File: src/rtl/kr_lt_pkg.sv
package kr_lt_pkg;

    typedef enum logic [1:0] {
        REQ_HOLD = 2'd0,
        REQ_INC  = 2'd1,
        REQ_DEC  = 2'd2
    } req_e;

    typedef enum logic [1:0] {
        STS_NUPD = 2'd0,
        STS_UPD  = 2'd1,
        STS_MIN  = 2'd2,
        STS_MAX  = 2'd3
    } sts_e;

    typedef enum logic [1:0] {
        FS_EVAL,
        FS_DECIDE,
        FS_DONE
    } fsm_e;

    localparam int UPD_W    = 16;
    localparam int INIT_BIT = 12;
    localparam int CP1_LSB  = 4;
    localparam int CZ_LSB   = 2;
    localparam int CM1_LSB  = 0;
    localparam int STAT_W   = 6;
    localparam int BIN_LONG = 0;
    localparam int BIN_PRE  = 1;
    localparam int NUM_BINS = 2;

endpackage

File: src/rtl/kr_lt_limit_cnt.sv
module kr_lt_limit_cnt #(
    parameter int LIMIT = 3
) (
    input  logic clk,
    input  logic rst_n,
    input  logic clr,
    input  logic hit,
    output logic reached
);
    localparam int CW = $clog2(LIMIT + 1);

    logic [CW-1:0] cnt_q;

    always_ff @(posedge clk or negedge rst_n) begin
        if (!rst_n) begin
            cnt_q <= '0;
        end else if (clr) begin
            cnt_q <= '0;
        end else if (hit && !reached) begin
            cnt_q <= cnt_q + 1'b1;
        end
    end

    assign reached = (cnt_q >= CW'(LIMIT));

    AST_CNT_BOUND: assert property (@(posedge clk) disable iff (!rst_n)
        cnt_q <= CW'(LIMIT));

    AST_REACH_STICKY: assert property (@(posedge clk) disable iff (!rst_n)
        (reached && !clr) |=> reached);

endmodule

File: src/rtl/kr_lt_req_fsm.sv
module kr_lt_req_fsm
    import kr_lt_pkg::*;
(
    input  logic                  clk,
    input  logic                  rst_n,
    input  logic                  restart,
    input  logic [STAT_W-1:0]     peer_stat,
    input  logic                  bin_valid,
    input  logic                  long_early,
    input  logic                  pre_early,
    input  logic [NUM_BINS-1:0]   lim_reached,
    output logic [NUM_BINS-1:0]   lim_hit,
    output logic [UPD_W-1:0]      coef_upd,
    output logic                  bin_req,
    output logic                  rx_ready
);
    fsm_e state_q, state_d;
    logic init_q, init_d;
    req_e rp1_q, rp1_d;
    req_e rm1_q, rm1_d;
    logic sent_q, sent_d;
    logic lstop_q, lstop_d;
    logic pstop_q, pstop_d;
    logic plong_q, plong_d;
    logic ppre_q, ppre_d;

    sts_e sp1, sz, sm1;
    logic lstop_eff, pstop_eff;
    logic changed;

    assign sp1 = sts_e'(peer_stat[CP1_LSB +: 2]);
    assign sz  = sts_e'(peer_stat[CZ_LSB  +: 2]);
    assign sm1 = sts_e'(peer_stat[CM1_LSB +: 2]);

    assign lstop_eff = lstop_q | lim_reached[BIN_LONG];
    assign pstop_eff = pstop_q | lim_reached[BIN_PRE];

    // next-state and next-request logic
    always_comb begin
        state_d = state_q;
        init_d  = init_q;
        rp1_d   = rp1_q;
        rm1_d   = rm1_q;
        sent_d  = sent_q;
        lstop_d = lstop_q;
        pstop_d = pstop_q;
        plong_d = plong_q;
        ppre_d  = ppre_q;
        lim_hit = '0;
        changed = 1'b0;

        unique case (state_q)
            FS_EVAL: begin
                if (lstop_eff && pstop_eff) begin
                    state_d = FS_DONE;
                end else begin
                    if (init_q && sp1 != STS_NUPD && sz != STS_NUPD && sm1 != STS_NUPD) begin
                        init_d = 1'b0;
                    end
                    if (!sent_q && peer_stat == '0 && !init_q &&
                        rp1_q == REQ_HOLD && rm1_q == REQ_HOLD) begin
                        init_d = 1'b1;
                        sent_d = 1'b1;
                    end
                    if (sp1 != STS_NUPD && rp1_q != REQ_HOLD) begin
                        rp1_d = REQ_HOLD;
                        if ((rp1_q == REQ_DEC && sp1 == STS_MIN) ||
                            (rp1_q == REQ_INC && sp1 == STS_MAX)) begin
                            lim_hit[BIN_LONG] = 1'b1;
                        end
                    end
                    if (sm1 != STS_NUPD && rm1_q != REQ_HOLD) begin
                        rm1_d = REQ_HOLD;
                        if ((rm1_q == REQ_DEC && sm1 == STS_MIN) ||
                            (rm1_q == REQ_INC && sm1 == STS_MAX)) begin
                            lim_hit[BIN_PRE] = 1'b1;
                        end
                    end
                    changed = (init_d != init_q) || (rp1_d != rp1_q) || (rm1_d != rm1_q);
                    state_d = changed ? FS_EVAL : FS_DECIDE;
                end
            end
            FS_DECIDE: begin
                if (bin_valid) begin
                    state_d = FS_EVAL;
                    if (!pstop_eff && !ppre_q && pre_early) begin
                        pstop_d = 1'b1;
                    end else if (!lstop_eff && plong_q && !long_early) begin
                        lstop_d = 1'b1;
                    end else if (!init_q) begin
                        if (!lstop_eff) begin
                            if (sm1 == STS_NUPD && rm1_q == REQ_HOLD && !pre_early) begin
                                rm1_d  = REQ_DEC;
                                ppre_d = 1'b0;
                            end
                            if (sp1 == STS_NUPD && rp1_q == REQ_HOLD) begin
                                rp1_d   = long_early ? REQ_INC : REQ_DEC;
                                plong_d = long_early;
                            end
                        end else if (!pstop_eff) begin
                            if (sm1 == STS_NUPD && rm1_q == REQ_HOLD) begin
                                rm1_d  = pre_early ? REQ_INC : REQ_DEC;
                                ppre_d = pre_early;
                            end
                        end
                    end
                end
            end
            FS_DONE: begin
                state_d = FS_DONE;
            end
            default: begin
                state_d = FS_EVAL;
            end
        endcase
    end

    // state register
    always_ff @(posedge clk or negedge rst_n) begin
        if (!rst_n) begin
            state_q <= FS_EVAL;
            init_q  <= 1'b0;
            rp1_q   <= REQ_HOLD;
            rm1_q   <= REQ_HOLD;
            sent_q  <= 1'b0;
            lstop_q <= 1'b0;
            pstop_q <= 1'b0;
            plong_q <= 1'b0;
            ppre_q  <= 1'b1;
        end else if (restart) begin
            state_q <= FS_EVAL;
            init_q  <= 1'b0;
            rp1_q   <= REQ_HOLD;
            rm1_q   <= REQ_HOLD;
            sent_q  <= 1'b0;
            lstop_q <= 1'b0;
            pstop_q <= 1'b0;
            plong_q <= 1'b0;
            ppre_q  <= 1'b1;
        end else begin
            state_q <= state_d;
            init_q  <= init_d;
            rp1_q   <= rp1_d;
            rm1_q   <= rm1_d;
            sent_q  <= sent_d;
            lstop_q <= lstop_d;
            pstop_q <= pstop_d;
            plong_q <= plong_d;
            ppre_q  <= ppre_d;
        end
    end

    // outputs
    always_comb begin
        coef_upd                   = '0;
        coef_upd[INIT_BIT]         = init_q;
        coef_upd[CP1_LSB +: 2]     = rp1_q;
        coef_upd[CM1_LSB +: 2]     = rm1_q;
        bin_req                    = (state_q == FS_DECIDE);
        rx_ready                   = (state_q == FS_DONE);
    end

    AST_LEGAL_CODE: assert property (@(posedge clk) disable iff (!rst_n)
        coef_upd[CP1_LSB +: 2] != 2'd3 && coef_upd[CM1_LSB +: 2] != 2'd3 &&
        coef_upd[CZ_LSB +: 2] == 2'd0);

    AST_INIT_QUIET_PEER: assert property (@(posedge clk) disable iff (!rst_n)
        $rose(coef_upd[INIT_BIT]) |-> $past(peer_stat == '0));

    AST_INIT_CLEAR_ACKED: assert property (@(posedge clk) disable iff (!rst_n)
        $fell(coef_upd[INIT_BIT]) |->
            ($past(restart) || ($past(sp1) != STS_NUPD && $past(sz) != STS_NUPD &&
                                $past(sm1) != STS_NUPD)));

    AST_P1_HOLD_AFTER_ACK: assert property (@(posedge clk) disable iff (!rst_n)
        $fell(coef_upd[CP1_LSB +: 2] != 2'd0) |->
            ($past(restart) || $past(sp1) != STS_NUPD));

    AST_M1_HOLD_AFTER_ACK: assert property (@(posedge clk) disable iff (!rst_n)
        $fell(coef_upd[CM1_LSB +: 2] != 2'd0) |->
            ($past(restart) || $past(sm1) != STS_NUPD));

    AST_NO_REQ_UNDER_INIT: assert property (@(posedge clk) disable iff (!rst_n)
        $rose(|{coef_upd[CP1_LSB +: 2], coef_upd[CM1_LSB +: 2]}) |->
            ($past(!coef_upd[INIT_BIT]) && $past(bin_valid) && $past(bin_req)));

    AST_READY_STICKY: assert property (@(posedge clk) disable iff (!rst_n)
        (rx_ready && !restart) |=> (rx_ready && $stable(coef_upd)));

    AST_RESTART_CLEARS: assert property (@(posedge clk) disable iff (!rst_n)
        restart |=> (coef_upd == '0 && !rx_ready && !bin_req));

endmodule

File: src/rtl/kr_lt_coef_requester.sv
module kr_lt_coef_requester
    import kr_lt_pkg::*;
#(
    parameter int LIMIT_HITS = 3
) (
    input  logic              clk,
    input  logic              rst_n,
    input  logic              restart,
    input  logic [5:0]        peer_stat,
    input  logic              bin_valid,
    input  logic              long_early,
    input  logic              pre_early,
    output logic [15:0]       coef_upd,
    output logic              bin_req,
    output logic              rx_ready
);
    logic [NUM_BINS-1:0] lim_hit;
    logic [NUM_BINS-1:0] lim_reached;

    kr_lt_req_fsm u_fsm (
        .clk         (clk),
        .rst_n       (rst_n),
        .restart     (restart),
        .peer_stat   (peer_stat),
        .bin_valid   (bin_valid),
        .long_early  (long_early),
        .pre_early   (pre_early),
        .lim_reached (lim_reached),
        .lim_hit     (lim_hit),
        .coef_upd    (coef_upd),
        .bin_req     (bin_req),
        .rx_ready    (rx_ready)
    );

    for (genvar b = 0; b < NUM_BINS; b++) begin : g_lim
        kr_lt_limit_cnt #(
            .LIMIT (LIMIT_HITS)
        ) u_cnt (
            .clk     (clk),
            .rst_n   (rst_n),
            .clr     (restart),
            .hit     (lim_hit[b]),
            .reached (lim_reached[b])
        );
    end

endmodule

File: config.mk
export PLATFORM = sky130hd
export DESIGN_NAME = kr_lt_coef_requester
export DESIGN_NICKNAME = d
export VERILOG_FILES = /design/src/rtl/kr_lt_pkg.sv /design/src/rtl/kr_lt_limit_cnt.sv /design/src/rtl/kr_lt_req_fsm.sv /design/src/rtl/kr_lt_coef_requester.sv
export SDC_FILE = /design/constraint.sdc
export NUM_CORES = 1
export LEC_CHECK = 0
export ABC_CLOCK_PERIOD_IN_PS = 2800
export BUFFER_PORTS_ARGS = -buffer_cell sky130_fd_sc_hd__buf_2
export CAP_MARGIN = 5
export CORE_MARGIN = 2
export CORE_UTILIZATION = 45
export CTS_CLUSTER_SIZE = 14
export DETAILED_ROUTE_END_ITERATION = 12
export PLACE_DENSITY_LB_ADDON = 0.2
export SETUP_SLACK_MARGIN = 0.4
export SLEW_MARGIN = 20
export SYNTH_ARGS = -nofsm -noshare
export SYNTH_HDL_FRONTEND = slang
export SYNTH_HIERARCHICAL = 1
export SYNTH_SLANG_ARGS = --single-unit
File: constraint.sdc
create_clock -name clk -period 2.8 [get_ports clk]
set_clock_uncertainty 0.2 [all_clocks]
set_input_delay 0.14 -clock clk [delete_from_list [all_inputs] [get_ports clk]]
set_output_delay 0.14 -clock clk [all_outputs]
set_load 0.03 [all_outputs]
Word-level counts from Yosys, hierarchy flattened

Cells that the tools add are included.

Word-level logic and storage cells: 194
Bits in registers: 16
Output and inout port bits: 18
Input port bits: 12

Reductions and logical operators: 66
Multiplexer cells: 81
Bitwise logic cells: 2
Order comparisons: 2
Eq/ne operators: 30
Add/sub/neg operators: 2

Operators with widths:

| cell                                                                   | count |
|---|---|
| 2-bit two-way mux                                                      | 35 |
| 1-bit two-way mux                                                      | 43 |
| 2-bit nonzero test                                                     | 14 |
| 3-bit != test (second input constant)                                  | 8 |
| 1-bit logical AND                                                      | 23 |
| 8-bit AND reduction                                                    | 2 |
| 2-bit equality test (second input constant)                            | 7 |
| 2-bit logical NOT                                                      | 5 |
| 2-bit != test (second input constant)                                  | 5 |
| 1-bit logical NOT                                                      | 9 |
| 9-bit AND reduction                                                    | 1 |
| 4-bit != test (second input constant)                                  | 2 |
| 2-bit one-hot mux with 2 select lines                                  | 2 |
| 7-bit AND reduction                                                    | 1 |
| 2-bit by 1-bit equality test with 1-bit output (second input constant) | 3 |
| 6-bit logical NOT                                                      | 1 |
| 2-bit one-hot mux with 3 select lines                                  | 1 |
| 3-bit AND reduction                                                    | 2 |
| 3-bit nonzero test                                                     | 2 |
| 2-bit by 1-bit adder with 2-bit output (second input constant)         | 2 |
| 2-bit >= comparator (second input constant)                            | 2 |
| 1-bit logical OR                                                       | 4 |
| 2-bit != test                                                          | 2 |
| 4-bit by 2-bit != test with 1-bit output (second input constant)       | 1 |
| other kinds (5)                                                        | 6 |

Depth between registers and ports, before layout

Gate-level depths: netlist of run 1.

Depth in word-level cells: 15
Gate-level depth with buffers: 6
Mapped depth without buffers: 6

By module

Netlist of run 1, hierarchy kept.

By module, submodules not included:

| module          | sequential area each (um2) | area an instance (um2) | cells an instance | instances |
|---|---|---|---|---|
| kr_lt_req_fsm   | 301.5                      | 814.5                  | 93                | 1 |
| kr_lt_limit_cnt | 50.0                       | 123.9                  | 10                | 2 |

Worst setup path after synthesis of run 1

OpenSTA, ideal clock, no wires.

Path type: reg2reg
Start point: register g_lim[0].u_cnt.cnt_q[0]
End point: register g_lim[1].u_cnt.cnt_q[0]
Setup time: 0.125 ns
Setup slack: 0.720 ns
Arrival time: 1.755 ns
Clock period less this slack: 2.080 ns
Path buffers: 0
Cell stages (with the launch flop): 7
Data required time: 2.475 ns
Path through: dfrtp_1 -> ha_1 -> o22ai_1 -> and2_0 -> and3_1 -> nor2b_4 -> mux2_4

Longest elaborated chain between the ends: 7

RTL lines:

| what                                | RTL line                   | source |
|---|---|---|
| from (decl)                         | kr_lt_limit_cnt.sv:12      | `logic [CW-1:0] cnt_q;` |
| from (signal assigned)              | kr_lt_limit_cnt.sv:20      | `cnt_q <= cnt_q + 1'b1;` |
| 2-bit >= comparator                 | kr_lt_limit_cnt.sv:24      | `assign reached = (cnt_q >= CW'(LIMIT));` |
| named net lim_reached[0]            | kr_lt_coef_requester.sv:18 | `logic [NUM_BINS-1:0] lim_reached;` |
| 1-bit bitwise OR                    | kr_lt_req_fsm.sv:35        | `assign lstop_eff = lstop_q \| lim_reached[BIN_LONG];` |
| 1-bit logical AND                   | kr_lt_req_fsm.sv:54        | `if (lstop_eff && pstop_eff) begin` |
| 2-bit two-way mux                   | kr_lt_req_fsm.sv:54        |  |
| 2-bit two-way mux                   | kr_lt_req_fsm.sv:52        | `unique case (state_q)` |
| named net lim_hit[1]                | kr_lt_coef_requester.sv:17 | `logic [NUM_BINS-1:0] lim_hit;` |
| 1-bit logical AND                   | kr_lt_limit_cnt.sv:19      | `end else if (hit && !reached) begin` |
| 2-bit nonzero test (no source line) | -                          |  |
| to (signal assigned)                | kr_lt_limit_cnt.sv:20      |  |
| to (decl)                           | kr_lt_limit_cnt.sv:12      |  |

The timed path passes the listed nets, and every way through them passes these cells.
A chain may end at the register's enable or synchronous reset.

Worst setup path in the final report of run 1

Ends and elaborated chain as after synthesis.

==> metrics.txt, run 1 <==
clk sink count 16; die span in y 52.6 um; Setup CP Type reg -> reg; library cells used by synthesis 40; synth cell count leaders dfrtp_1, buf_4, nor2_1; crit-path max FO 6; post-layout net count 151; GRT Total Usage 17.0%; CTS tree yes; Final Hold Vio Count 0; core footprint 0.00221 mm^2; post-DP HPWL 1590 um; Via Count 855; Yosys reg bits 16; Antenna Nets Post-Route 0; Placed Area 0.00113 mm^2; gr ovfl total 0; multi-input logic area 596 um^2; worst min path class in -> reg; root buffer cell clkbuf_4; Max Cap Violations 0; DRT iter0 DRCs 14; drt total wl 2070 um; Fill cells 209; antenna fix cells 0; residual DRC count 0; Top Ports 30; status finished clean; async set-reset flop share out of synthesis 100%; Max Slew Vio Count 0; clk_lat worst skew 280 ps; Initial Util 48.0%; EDFF count, synth 0; CTS Buf Count 3; vias in the first global route 832; Synth top area share 35.3%; layout cells sized above 1 25.7%; worst r2r path cells 6; Final Cell Area 0.00120 mm^2; Final setup violation count 0; PwrDens 375 mW/mm^2; DIE AREA 0.00277 mm^2; Layout area overhead 13.3%; fmax 448 MHz; Initial DRT Pass Iterations 4; Post-Synthesis Cells 113; detailed-route wire length per cell 12.6 um; CP Capture Type register; Post-Syn Area per Cell 9.40 um^2; count of input and output buffers 18; register area share after synthesis 37.8%; Yosys top cell by area dfrtp_1; minimum clock period 2230 ps; CP top delay family simple AND/OR/NAND/NOR gates; initial antenna violation count 0; Final period util 79.7%; RSZ-0062 raised after global routing no; Synth area leaders dfrtp_1, buf_4, nor2_1; Worst path depth 6; hold slack 17.3 ps; largest net degree at the start of global routing 22; Critical Path Start Type register; count leader, synth dfrtp_1; CP max stage cell dfrtp_1; number of H-tree levels 1; Critical Path AT 2200 ps; Leak Pwr 0.595 nW; RePlAce Congestion 0.894; num rows 17; TNS Setup 0 ps; FF/Latch Area 402 um^2; WHS Path Cells 4; first-pass GRT wire length 3460 um; synthesized cell area 0.00106 mm^2; Setup Buffers After CTS 0; ys flop type dfrtp_1; CP bufs+invs 0; CTS clk-pin slew, worst paths 90 ps; Die X 52.6 um; Max rail drop VDD 0.188 mV; CP cell instances ha_1, o22ai_2, and2_1, and3_1, nor2b_4, mux2_4; max incr delay on CP 410 ps; worst path required time 2770 ps; Vias/cell 5.21; clock buffer depth 2; synth warn 6
## per-layer routing
layer / up-vias / track usage [%] / share of wire (%)
met4: 0 / 8.55 / 0.82
li1: 434 / - / -
met5: - / 0 / 0
met3: 2 / 2.57 / 4.3
met1: 403 / 21.5 / 47
met2: 16 / 27.9 / 48
## tightest hold or removal path, stage by stage
cell	delay [ps]
buf_2	90
nor4_1	60
nand4_1	110
o21bai_1	70
## report_power, final
part | leakage, nW | internal, W | total, W | switching [W]
Sequential | 0.218 | 0.000235 | 0.000240 | 0.00000464
Clock | 0.0150 | 0.0000552 | 0.000124 | 0.0000686
Combinational | 0.361 | 0.0000288 | 0.0000884 | 0.0000596
Total | 0.595 | 0.000319 | 0.000452 | 0.000133
## final timing paths
kind | startpoint | end | slack (ps)
setup / recovery | g_lim[0].u_cnt/cnt_q[0]$_DFFE_PN0P_ | g_lim[1].u_cnt/cnt_q[0]$_DFFE_PN0P_ | 570
hold / removal | peer_stat[2] | u_fsm/init_q$_DFFE_PN0P_ | 20
setup reg to reg | g_lim[0].u_cnt/cnt_q[0]$_DFFE_PN0P_ | g_lim[1].u_cnt/cnt_q[0]$_DFFE_PN0P_ | 570
hold reg to reg | u_fsm/plong_q$_DFFE_PN0P_ | u_fsm/plong_q$_DFFE_PN0P_ | 300
max in group asynchronous | rst_n | u_fsm/ppre_q$_DFFE_PN1P_ | 2000
min in group asynchronous | rst_n | u_fsm/rp1_q[1]$_DFFE_PN0P_ | 90
## area by class of cell
class,instances,area share [%]
clock buffer,4,2.18
inverter,4,1.25
multi-input combinational,90,49.5
sequential,16,33.4
tap,28,2.91
timing repair buffer,22,10.8
## registers in the layout, indices dropped and copies added (netlist names)
name / flops
u_fsm/plong_q: 1
u_fsm/init_q: 1
u_fsm/ppre_q: 1
u_fsm/rm1_q: 2
u_fsm/sent_q: 1
u_fsm/rp1_q: 2
g_lim.u_cnt/cnt_q: 4
u_fsm/state_q: 2
u_fsm/lstop_q: 1
u_fsm/pstop_q: 1
## repair_timing
item / 4_1_cts / 5_1_grt
hold endpoints to repair: 22 / 0
gates resized for setup: 0 / 2
hold buffers: 4 / 0
endpoints found under the setup margin: 0 / 2
## cells by family after synthesis
kind of cell,Yosys count,synth area share [%]
AOI/OAI and AO/OA,25,16.0
DFF,16,37.8
buffers and inverters,17,10.2
muxes,2,2.83
adders and majority gates,2,2.36
and+or+nand+nor,50,30.4
other,1,0.353
## stage by stage
stage,setup WS (ps),instances,power (W),utilization [%]
CTS,436,164,0.000459,54.1
global route,480,164,0.000475,54.4
global placement,582,156,0.000328,51.1
finish,568,164,0.000452,54.4
floorplan,720,123,0.000312,-
detailed placement,468,156,0.000328,51.1
## placed cells by master, fill, tap and decap left out, types with 2 or more instances in the layout
master,n
conb_1,11
a31oi_1,3
or2_2,2
o21ai_0,5
and2_1,2
clkbuf_4,3
and3_1,3
o22ai_1,4
ha_1,2
dlygate4sd3_1,4
nand2b_1,5
a211oi_1,2
dfrtp_1,15
mux2_4,2
inv_1,4
nor4_1,3
buf_2,18
nand3_1,3
nor2_1,10
a21oi_1,3
nor2b_4,2
nand2_1,6
nor2b_1,4
nand4bb_1,2
Note: power is estimated with default switching activity, not from simulation.
==> run 2: changes to the inputs <==
- ABC_CLOCK_PERIOD_IN_PS: 2800 -> 2100
- clock period: 2.8 -> 2.1 ns (I/O delays scaled with it)
==> run 2 against run 1 <==
Net effect:
- clock-buffer cell count unchanged
- setup slack worse by 330 ps
- clock power up 33%
- maximum frequency up 20%
- hold slack better by 5.6 ps
- final cell count up 10%
- sequential power up 33%
- critical path type unchanged
- largest power group unchanged
==> metrics.txt, run 2 (synthesis gave the netlist of run 1 again) <==
status finished clean (unchanged); max reg flops 4 (unchanged); worst min path class in -> reg (unchanged); core footprint 0.00221 mm^2 (unchanged); layout cells sized above 1 39.9% (was 25.7%); Max rail drop VDD 0.381 mV (was 0.188 mV); Die X 52.6 um (unchanged); largest net degree at the start of global routing 22 (unchanged); RSZ-0062 raised after global routing yes (was no); DRT iter0 DRCs 17 (was 14); post-layout net count 168 (was 151); Critical Path AT 1840 ps (was 2200 ps); Initial Util 48.0% (unchanged); vias in the first global route 867 (was 832); Max Slew Vio Count 0 (unchanged); post-DP HPWL 1700 um (was 1590 um); Placed Cells 156 (unchanged); Initial DRT Pass Iterations 4 (unchanged); clock buffer depth 2 (unchanged); most common library cell in the layout ignoring fill and taps buf_2 (unchanged); Top Ports 30 (unchanged); most flop-heavy register g_lim.u_cnt/cnt_q (unchanged); Final Total Pwr 0.000635 W (was 0.000452 W); RePlAce Congestion 0.832 (was 0.894); Reg2Reg Setup Slack 240 ps (was 570 ps); met1 Track Usage GR 24.4% (was 21.5%); fin cells 181 (was 164); first-pass GRT wire length 3900 um (was 3460 um); met2 usage 34.0% (was 27.9%); GRT Total Usage 19.4% (was 17.0%); Final Hold Vio Count 0 (unchanged); worst slack, placed 155 ps (was 468 ps); worst r2r path cells 6 (unchanged); Worst R2R Start g_lim[0].u_cnt/cnt_q[1]$_DFFE_PN0P_ (was g_lim[0].u_cnt/cnt_q[0]$_DFFE_PN0P_); CTS clk-pin slew, worst paths 100 ps (was 90 ps); clk sink count 16 (unchanged); clk_lat worst skew 280 ps (about the same); worst path required time 2080 ps (was 2770 ps); Final setup violation count 0 (unchanged); gr ovfl total 0 (unchanged); antenna fix cells 0 (unchanged); Layout area overhead 33.5% (was 13.3%); TNS Setup 0 ps (unchanged); most frequent cells in the layout buf_2, dfrtp_1, buf_4, conb_1, nor2_1 (was buf_2, dfrtp_1, conb_1, nor2_1, nand2_1); detailed-route wire length per cell 14.2 um (was 12.6 um); met3 Use GR 5.14% (was 2.57%); fmax 537 MHz (was 448 MHz); Final period util 88.7% (was 79.7%); Critical Path Start Type register (unchanged); reg-to-reg critical path endpoint g_lim[1].u_cnt/cnt_q[0]$_DFFE_PN0P_ (unchanged); CTS Buf Count 3 (unchanged); Via Count 959 (was 855); num rows 17 (unchanged); WHS Path Cells 2 (was 4); residual DRC count 0 (unchanged); HP Start restart (was peer_stat[2]); Hold Path Sink u_fsm/pstop_q$_DFFE_PN0P_ (was u_fsm/init_q$_DFFE_PN0P_); Setup CP Type reg -> reg (unchanged); initial antenna violation count 0 (unchanged); DIE AREA 0.00277 mm^2 (unchanged); Leak Pwr 0.658 nW (was 0.595 nW); Antenna Nets Post-Route 0 (unchanged); Vias/cell 5.30 (was 5.21); CTS tree yes (unchanged); PwrDens 448 mW/mm^2 (was 375 mW/mm^2); worst setup margin 238 ps (was 568 ps); root buffer cell clkbuf_4 (unchanged); die span in y 52.6 um (unchanged); crit-path max FO 3 (was 6); minimum clock period 1860 ps (was 2230 ps); CP Capture Type register (unchanged); count of input and output buffers 18 (unchanged); number of H-tree levels 1 (unchanged); Max Cap Violations 0 (unchanged); grt peak-use layer met2 (unchanged); drt total wl 2570 um (was 2070 um)
-- run 2: what timing repair did --
item,4_1_cts,5_1_grt
pin swaps,13,7
setup buffers,9,6
endpoints found under the setup margin,7,14
endpoints found under the hold margin,25,0
hold buffers,6,0
resized for setup,4,10
-- run 2: layout make-up --
class                   count  area, um^2
flip-flops and latches     16         402
well taps                  28        35.0
inverters                   4        15.0
multi-input cells          90         669
fillers                   198         795
repair buffers             39         270
clock buffers               4        26.3
-- run 2: worst max-delay path by stage --
stage	cells past startpoint	slack (ps)	startpoint	end
floorplan	6	260	g_lim[0].u_cnt/cnt_q[0]$_DFFE_PN0P_	g_lim[0].u_cnt/cnt_q[0]$_DFFE_PN0P_
global placement	6	210	g_lim[0].u_cnt/cnt_q[0]$_DFFE_PN0P_	g_lim[1].u_cnt/cnt_q[0]$_DFFE_PN0P_
detailed placement	6	160	g_lim[0].u_cnt/cnt_q[1]$_DFFE_PN0P_	g_lim[1].u_cnt/cnt_q[0]$_DFFE_PN0P_
CTS	6	240	g_lim[1].u_cnt/cnt_q[0]$_DFFE_PN0P_	g_lim[1].u_cnt/cnt_q[0]$_DFFE_PN0P_
global route	6	190	g_lim[0].u_cnt/cnt_q[1]$_DFFE_PN0P_	g_lim[1].u_cnt/cnt_q[0]$_DFFE_PN0P_
finish	6	240	g_lim[0].u_cnt/cnt_q[1]$_DFFE_PN0P_	g_lim[1].u_cnt/cnt_q[0]$_DFFE_PN0P_
-- run 2: worst max-delay path, cell delays in order, from the launching register on --
cell     delay (ps)
dfrtp_1         420
ha_4            180
o22ai_4         150
and2_4          180
and3_4          170
nor2b_4         150
mux2_4          300
-- run 2: per-stage QoR --
step                util [%]  instance area, um^2  hold WS, ps
finish                  64.1                 1420         22.9
global route            64.1                 1420         13.6
CTS                     60.9                 1350         4.34
detailed placement      53.0                 1170         -152
global placement        53.0                 1170         -159
floorplan                  -                 1140         -391
-- run 2: report_power, final --
part / internal [W] / switching, W / leakage [nW] / total [W]
clock: 0.0000736 / 0.0000913 / 0.0150 / 0.000165
combinational: 0.0000604 / 0.0000903 / 0.425 / 0.000151
sequential: 0.000313 / 0.00000627 / 0.218 / 0.000320
total: 0.000447 / 0.000188 / 0.658 / 0.000635
-- run 2: routing by layer --
layer	vias to the layer above	wire [um]
li1	469	-
met1	461	1190
met2	27	1290
met3	2	81
met4	0	10
met5	-	0
==> run 3: changes to the inputs <==
- ABC_CLOCK_PERIOD_IN_PS: 2100 -> 2000
- clock period: 2.1 -> 2 ns (I/O delays scaled with it)
==> run 3 against run 2 <==
Net effect:
- sequential power is 5% higher
- non-clock buffer count is 1 higher
- combinational power hardly changed
- power is 11% higher
- setup slack worse by 160 ps
- die area stayed put
- largest cell class unchanged
- clock-buffer cell count stayed put
- critical path depth stayed put
- final cell count is 0.55% higher
==> metrics.txt, run 3 (synthesis gave the netlist of run 1 again) <==
Worst R2R Start g_lim[1].u_cnt/cnt_q[0]$_DFFE_PN0P_ (was g_lim[0].u_cnt/cnt_q[1]$_DFFE_PN0P_); Final setup violation count 0 (unchanged); clock buffer depth 2 (unchanged); RePlAce Congestion 0.749 (was 0.832); number of H-tree levels 1 (unchanged); post-layout net count 169 (was 168); antenna fix cells 0 (unchanged); Initial Util 48.0% (unchanged); most flop-heavy register g_lim.u_cnt/cnt_q (unchanged); DRT iter0 DRCs 18 (was 17); core footprint 0.00221 mm^2 (unchanged); worst path required time 1980 ps (was 2080 ps); TNS Setup 0 ps (unchanged); RSZ-0062 raised after global routing yes (unchanged); drt total wl 2550 um (was 2570 um); clk sink count 16 (unchanged); Vias/cell 5.24 (was 5.30); clk_lat worst skew 280 ps (about the same); DIE AREA 0.00277 mm^2 (unchanged); worst r2r path cells 6 (unchanged); Leak Pwr 0.671 nW (was 0.658 nW); Initial DRT Pass Iterations 4 (unchanged); Critical Path AT 1900 ps (was 1840 ps); worst min path class in -> reg (unchanged); hold slack 23.4 ps (was 22.9 ps); post-DP HPWL 1730 um (was 1700 um); crit-path max FO 3 (unchanged); CTS tree yes (unchanged); root buffer cell clkbuf_4 (unchanged); WHS Path Cells 4 (was 2); most frequent cells in the layout buf_2, dfrtp_1, buf_4, conb_1, nor2_1 (unchanged); CP Capture Type register (unchanged); Setup CP Type reg -> reg (unchanged); Top Ports 30 (unchanged); Worst setup startpoint g_lim[1].u_cnt/cnt_q[0]$_DFFE_PN0P_ (was g_lim[0].u_cnt/cnt_q[1]$_DFFE_PN0P_); gr ovfl total 0 (unchanged); Final Hold Vio Count 0 (unchanged); minimum clock period 1920 ps (was 1860 ps); most common library cell in the layout ignoring fill and taps buf_2 (unchanged); HP Start peer_stat[5] (was restart); CTS clk-pin slew, worst paths 90 ps (was 100 ps); first-pass GRT wire length 3880 um (was 3900 um); die span in y 52.6 um (unchanged); Max rail drop VDD 0.332 mV (was 0.381 mV); Layout area overhead 35.3% (was 33.5%); Critical Path Start Type register (unchanged); Final period util 96.0% (was 88.7%); fmax 521 MHz (was 537 MHz); residual DRC count 0 (unchanged); CTS Buf Count 3 (unchanged); Die X 52.6 um (unchanged); count of input and output buffers 18 (unchanged); Final Cell Area 0.00144 mm^2 (was 0.00142 mm^2); initial antenna violation count 0 (unchanged); layout cells sized above 1 39.0% (was 39.9%); Max Slew Vio Count 0 (unchanged); GRT Total Usage 19.7% (was 19.4%); Via Count 953 (was 959); largest net degree at the start of global routing 22 (unchanged); max reg flops 4 (unchanged); vias in the first global route 844 (was 867); Antenna Nets Post-Route 0 (unchanged); status finished clean (unchanged); num rows 17 (unchanged); PwrDens 491 mW/mm^2 (was 448 mW/mm^2); detailed-route wire length per cell 14.0 um (was 14.2 um); Max Cap Violations 0 (unchanged); Placed Area 0.00118 mm^2 (was 0.00117 mm^2)
[run 3: changes by cell type in the layout (fill, tap and decap cells not counted), sizes merged]
cell         previous run  this run
buf                    33        32
dlygate4sd3             6         8
[run 3: metal layers]
layer | track usage (%) | share of wire [%]
met1 | 27.1 | 43
met2 | 30.2 | 50
met3 | 3.43 | 4.3
met4 | 8.97 | 2.2
met5 | 0 | 0
[run 3: cell type report]
cell class | instances | area (um^2)
clock buffer | 4 | 36.3
fill | 188 | 774
inverter | 4 | 15.0
multi-input combinational | 90 | 667
sequential | 16 | 402
tap | 28 | 35.0
timing repair buffer | 40 | 283
[run 3: per-stage QoR]
| stage | total power [W] | setup WS [ps] | util, % | std cells |
|---|---|---|---|---|
| floorplan | 0.000440 | 162 | - | 123 |
| global placement | 0.000463 | 75.6 | 53.6 | 157 |
| detailed placement | 0.000464 | 31.2 | 53.6 | 157 |
| CTS | 0.000705 | 126 | 62.5 | 178 |
| global route | 0.000745 | 2.46 | 65.0 | 182 |
| finish | 0.000706 | 80.0 | 65.0 | 182 |
[run 3: final timing paths]
path	to	slack (ps)
max	u_fsm/rm1_q[1]$_DFFE_PN0P_	80
min	u_fsm/sent_q$_DFFE_PN0P_	20
max reg2reg	u_fsm/rm1_q[1]$_DFFE_PN0P_	80
min reg2reg	u_fsm/plong_q$_DFFE_PN0P_	310
max in group asynchronous	u_fsm/ppre_q$_DFFE_PN1P_	1240
min in group asynchronous	u_fsm/rp1_q[0]$_DFFE_PN0P_	50
[run 3: report_power, final]
| group | leakage (nW) | internal [W] | switching, W |
|---|---|---|---|
| logic | 0.432 | 0.0000611 | 0.0000926 |
| clock network | 0.0210 | 0.000111 | 0.000105 |
| registers | 0.218 | 0.000329 | 0.00000754 |
[run 3: what timing repair did]
action	CTS	global route
resized for setup	5	7
setup buffers	9	4
hold endpoints to repair	26	0
endpoints found under the setup margin	10	15
hold buffers	8	0
pin swaps	8	11
[run 3: critical path, stage by stage (launching register included)]
cell     delay, ps
dfrtp_1        430
ha_4           200
buf_6          120
nor4b_4        330
nor4_2          80
and3_1         200
a22o_2         260
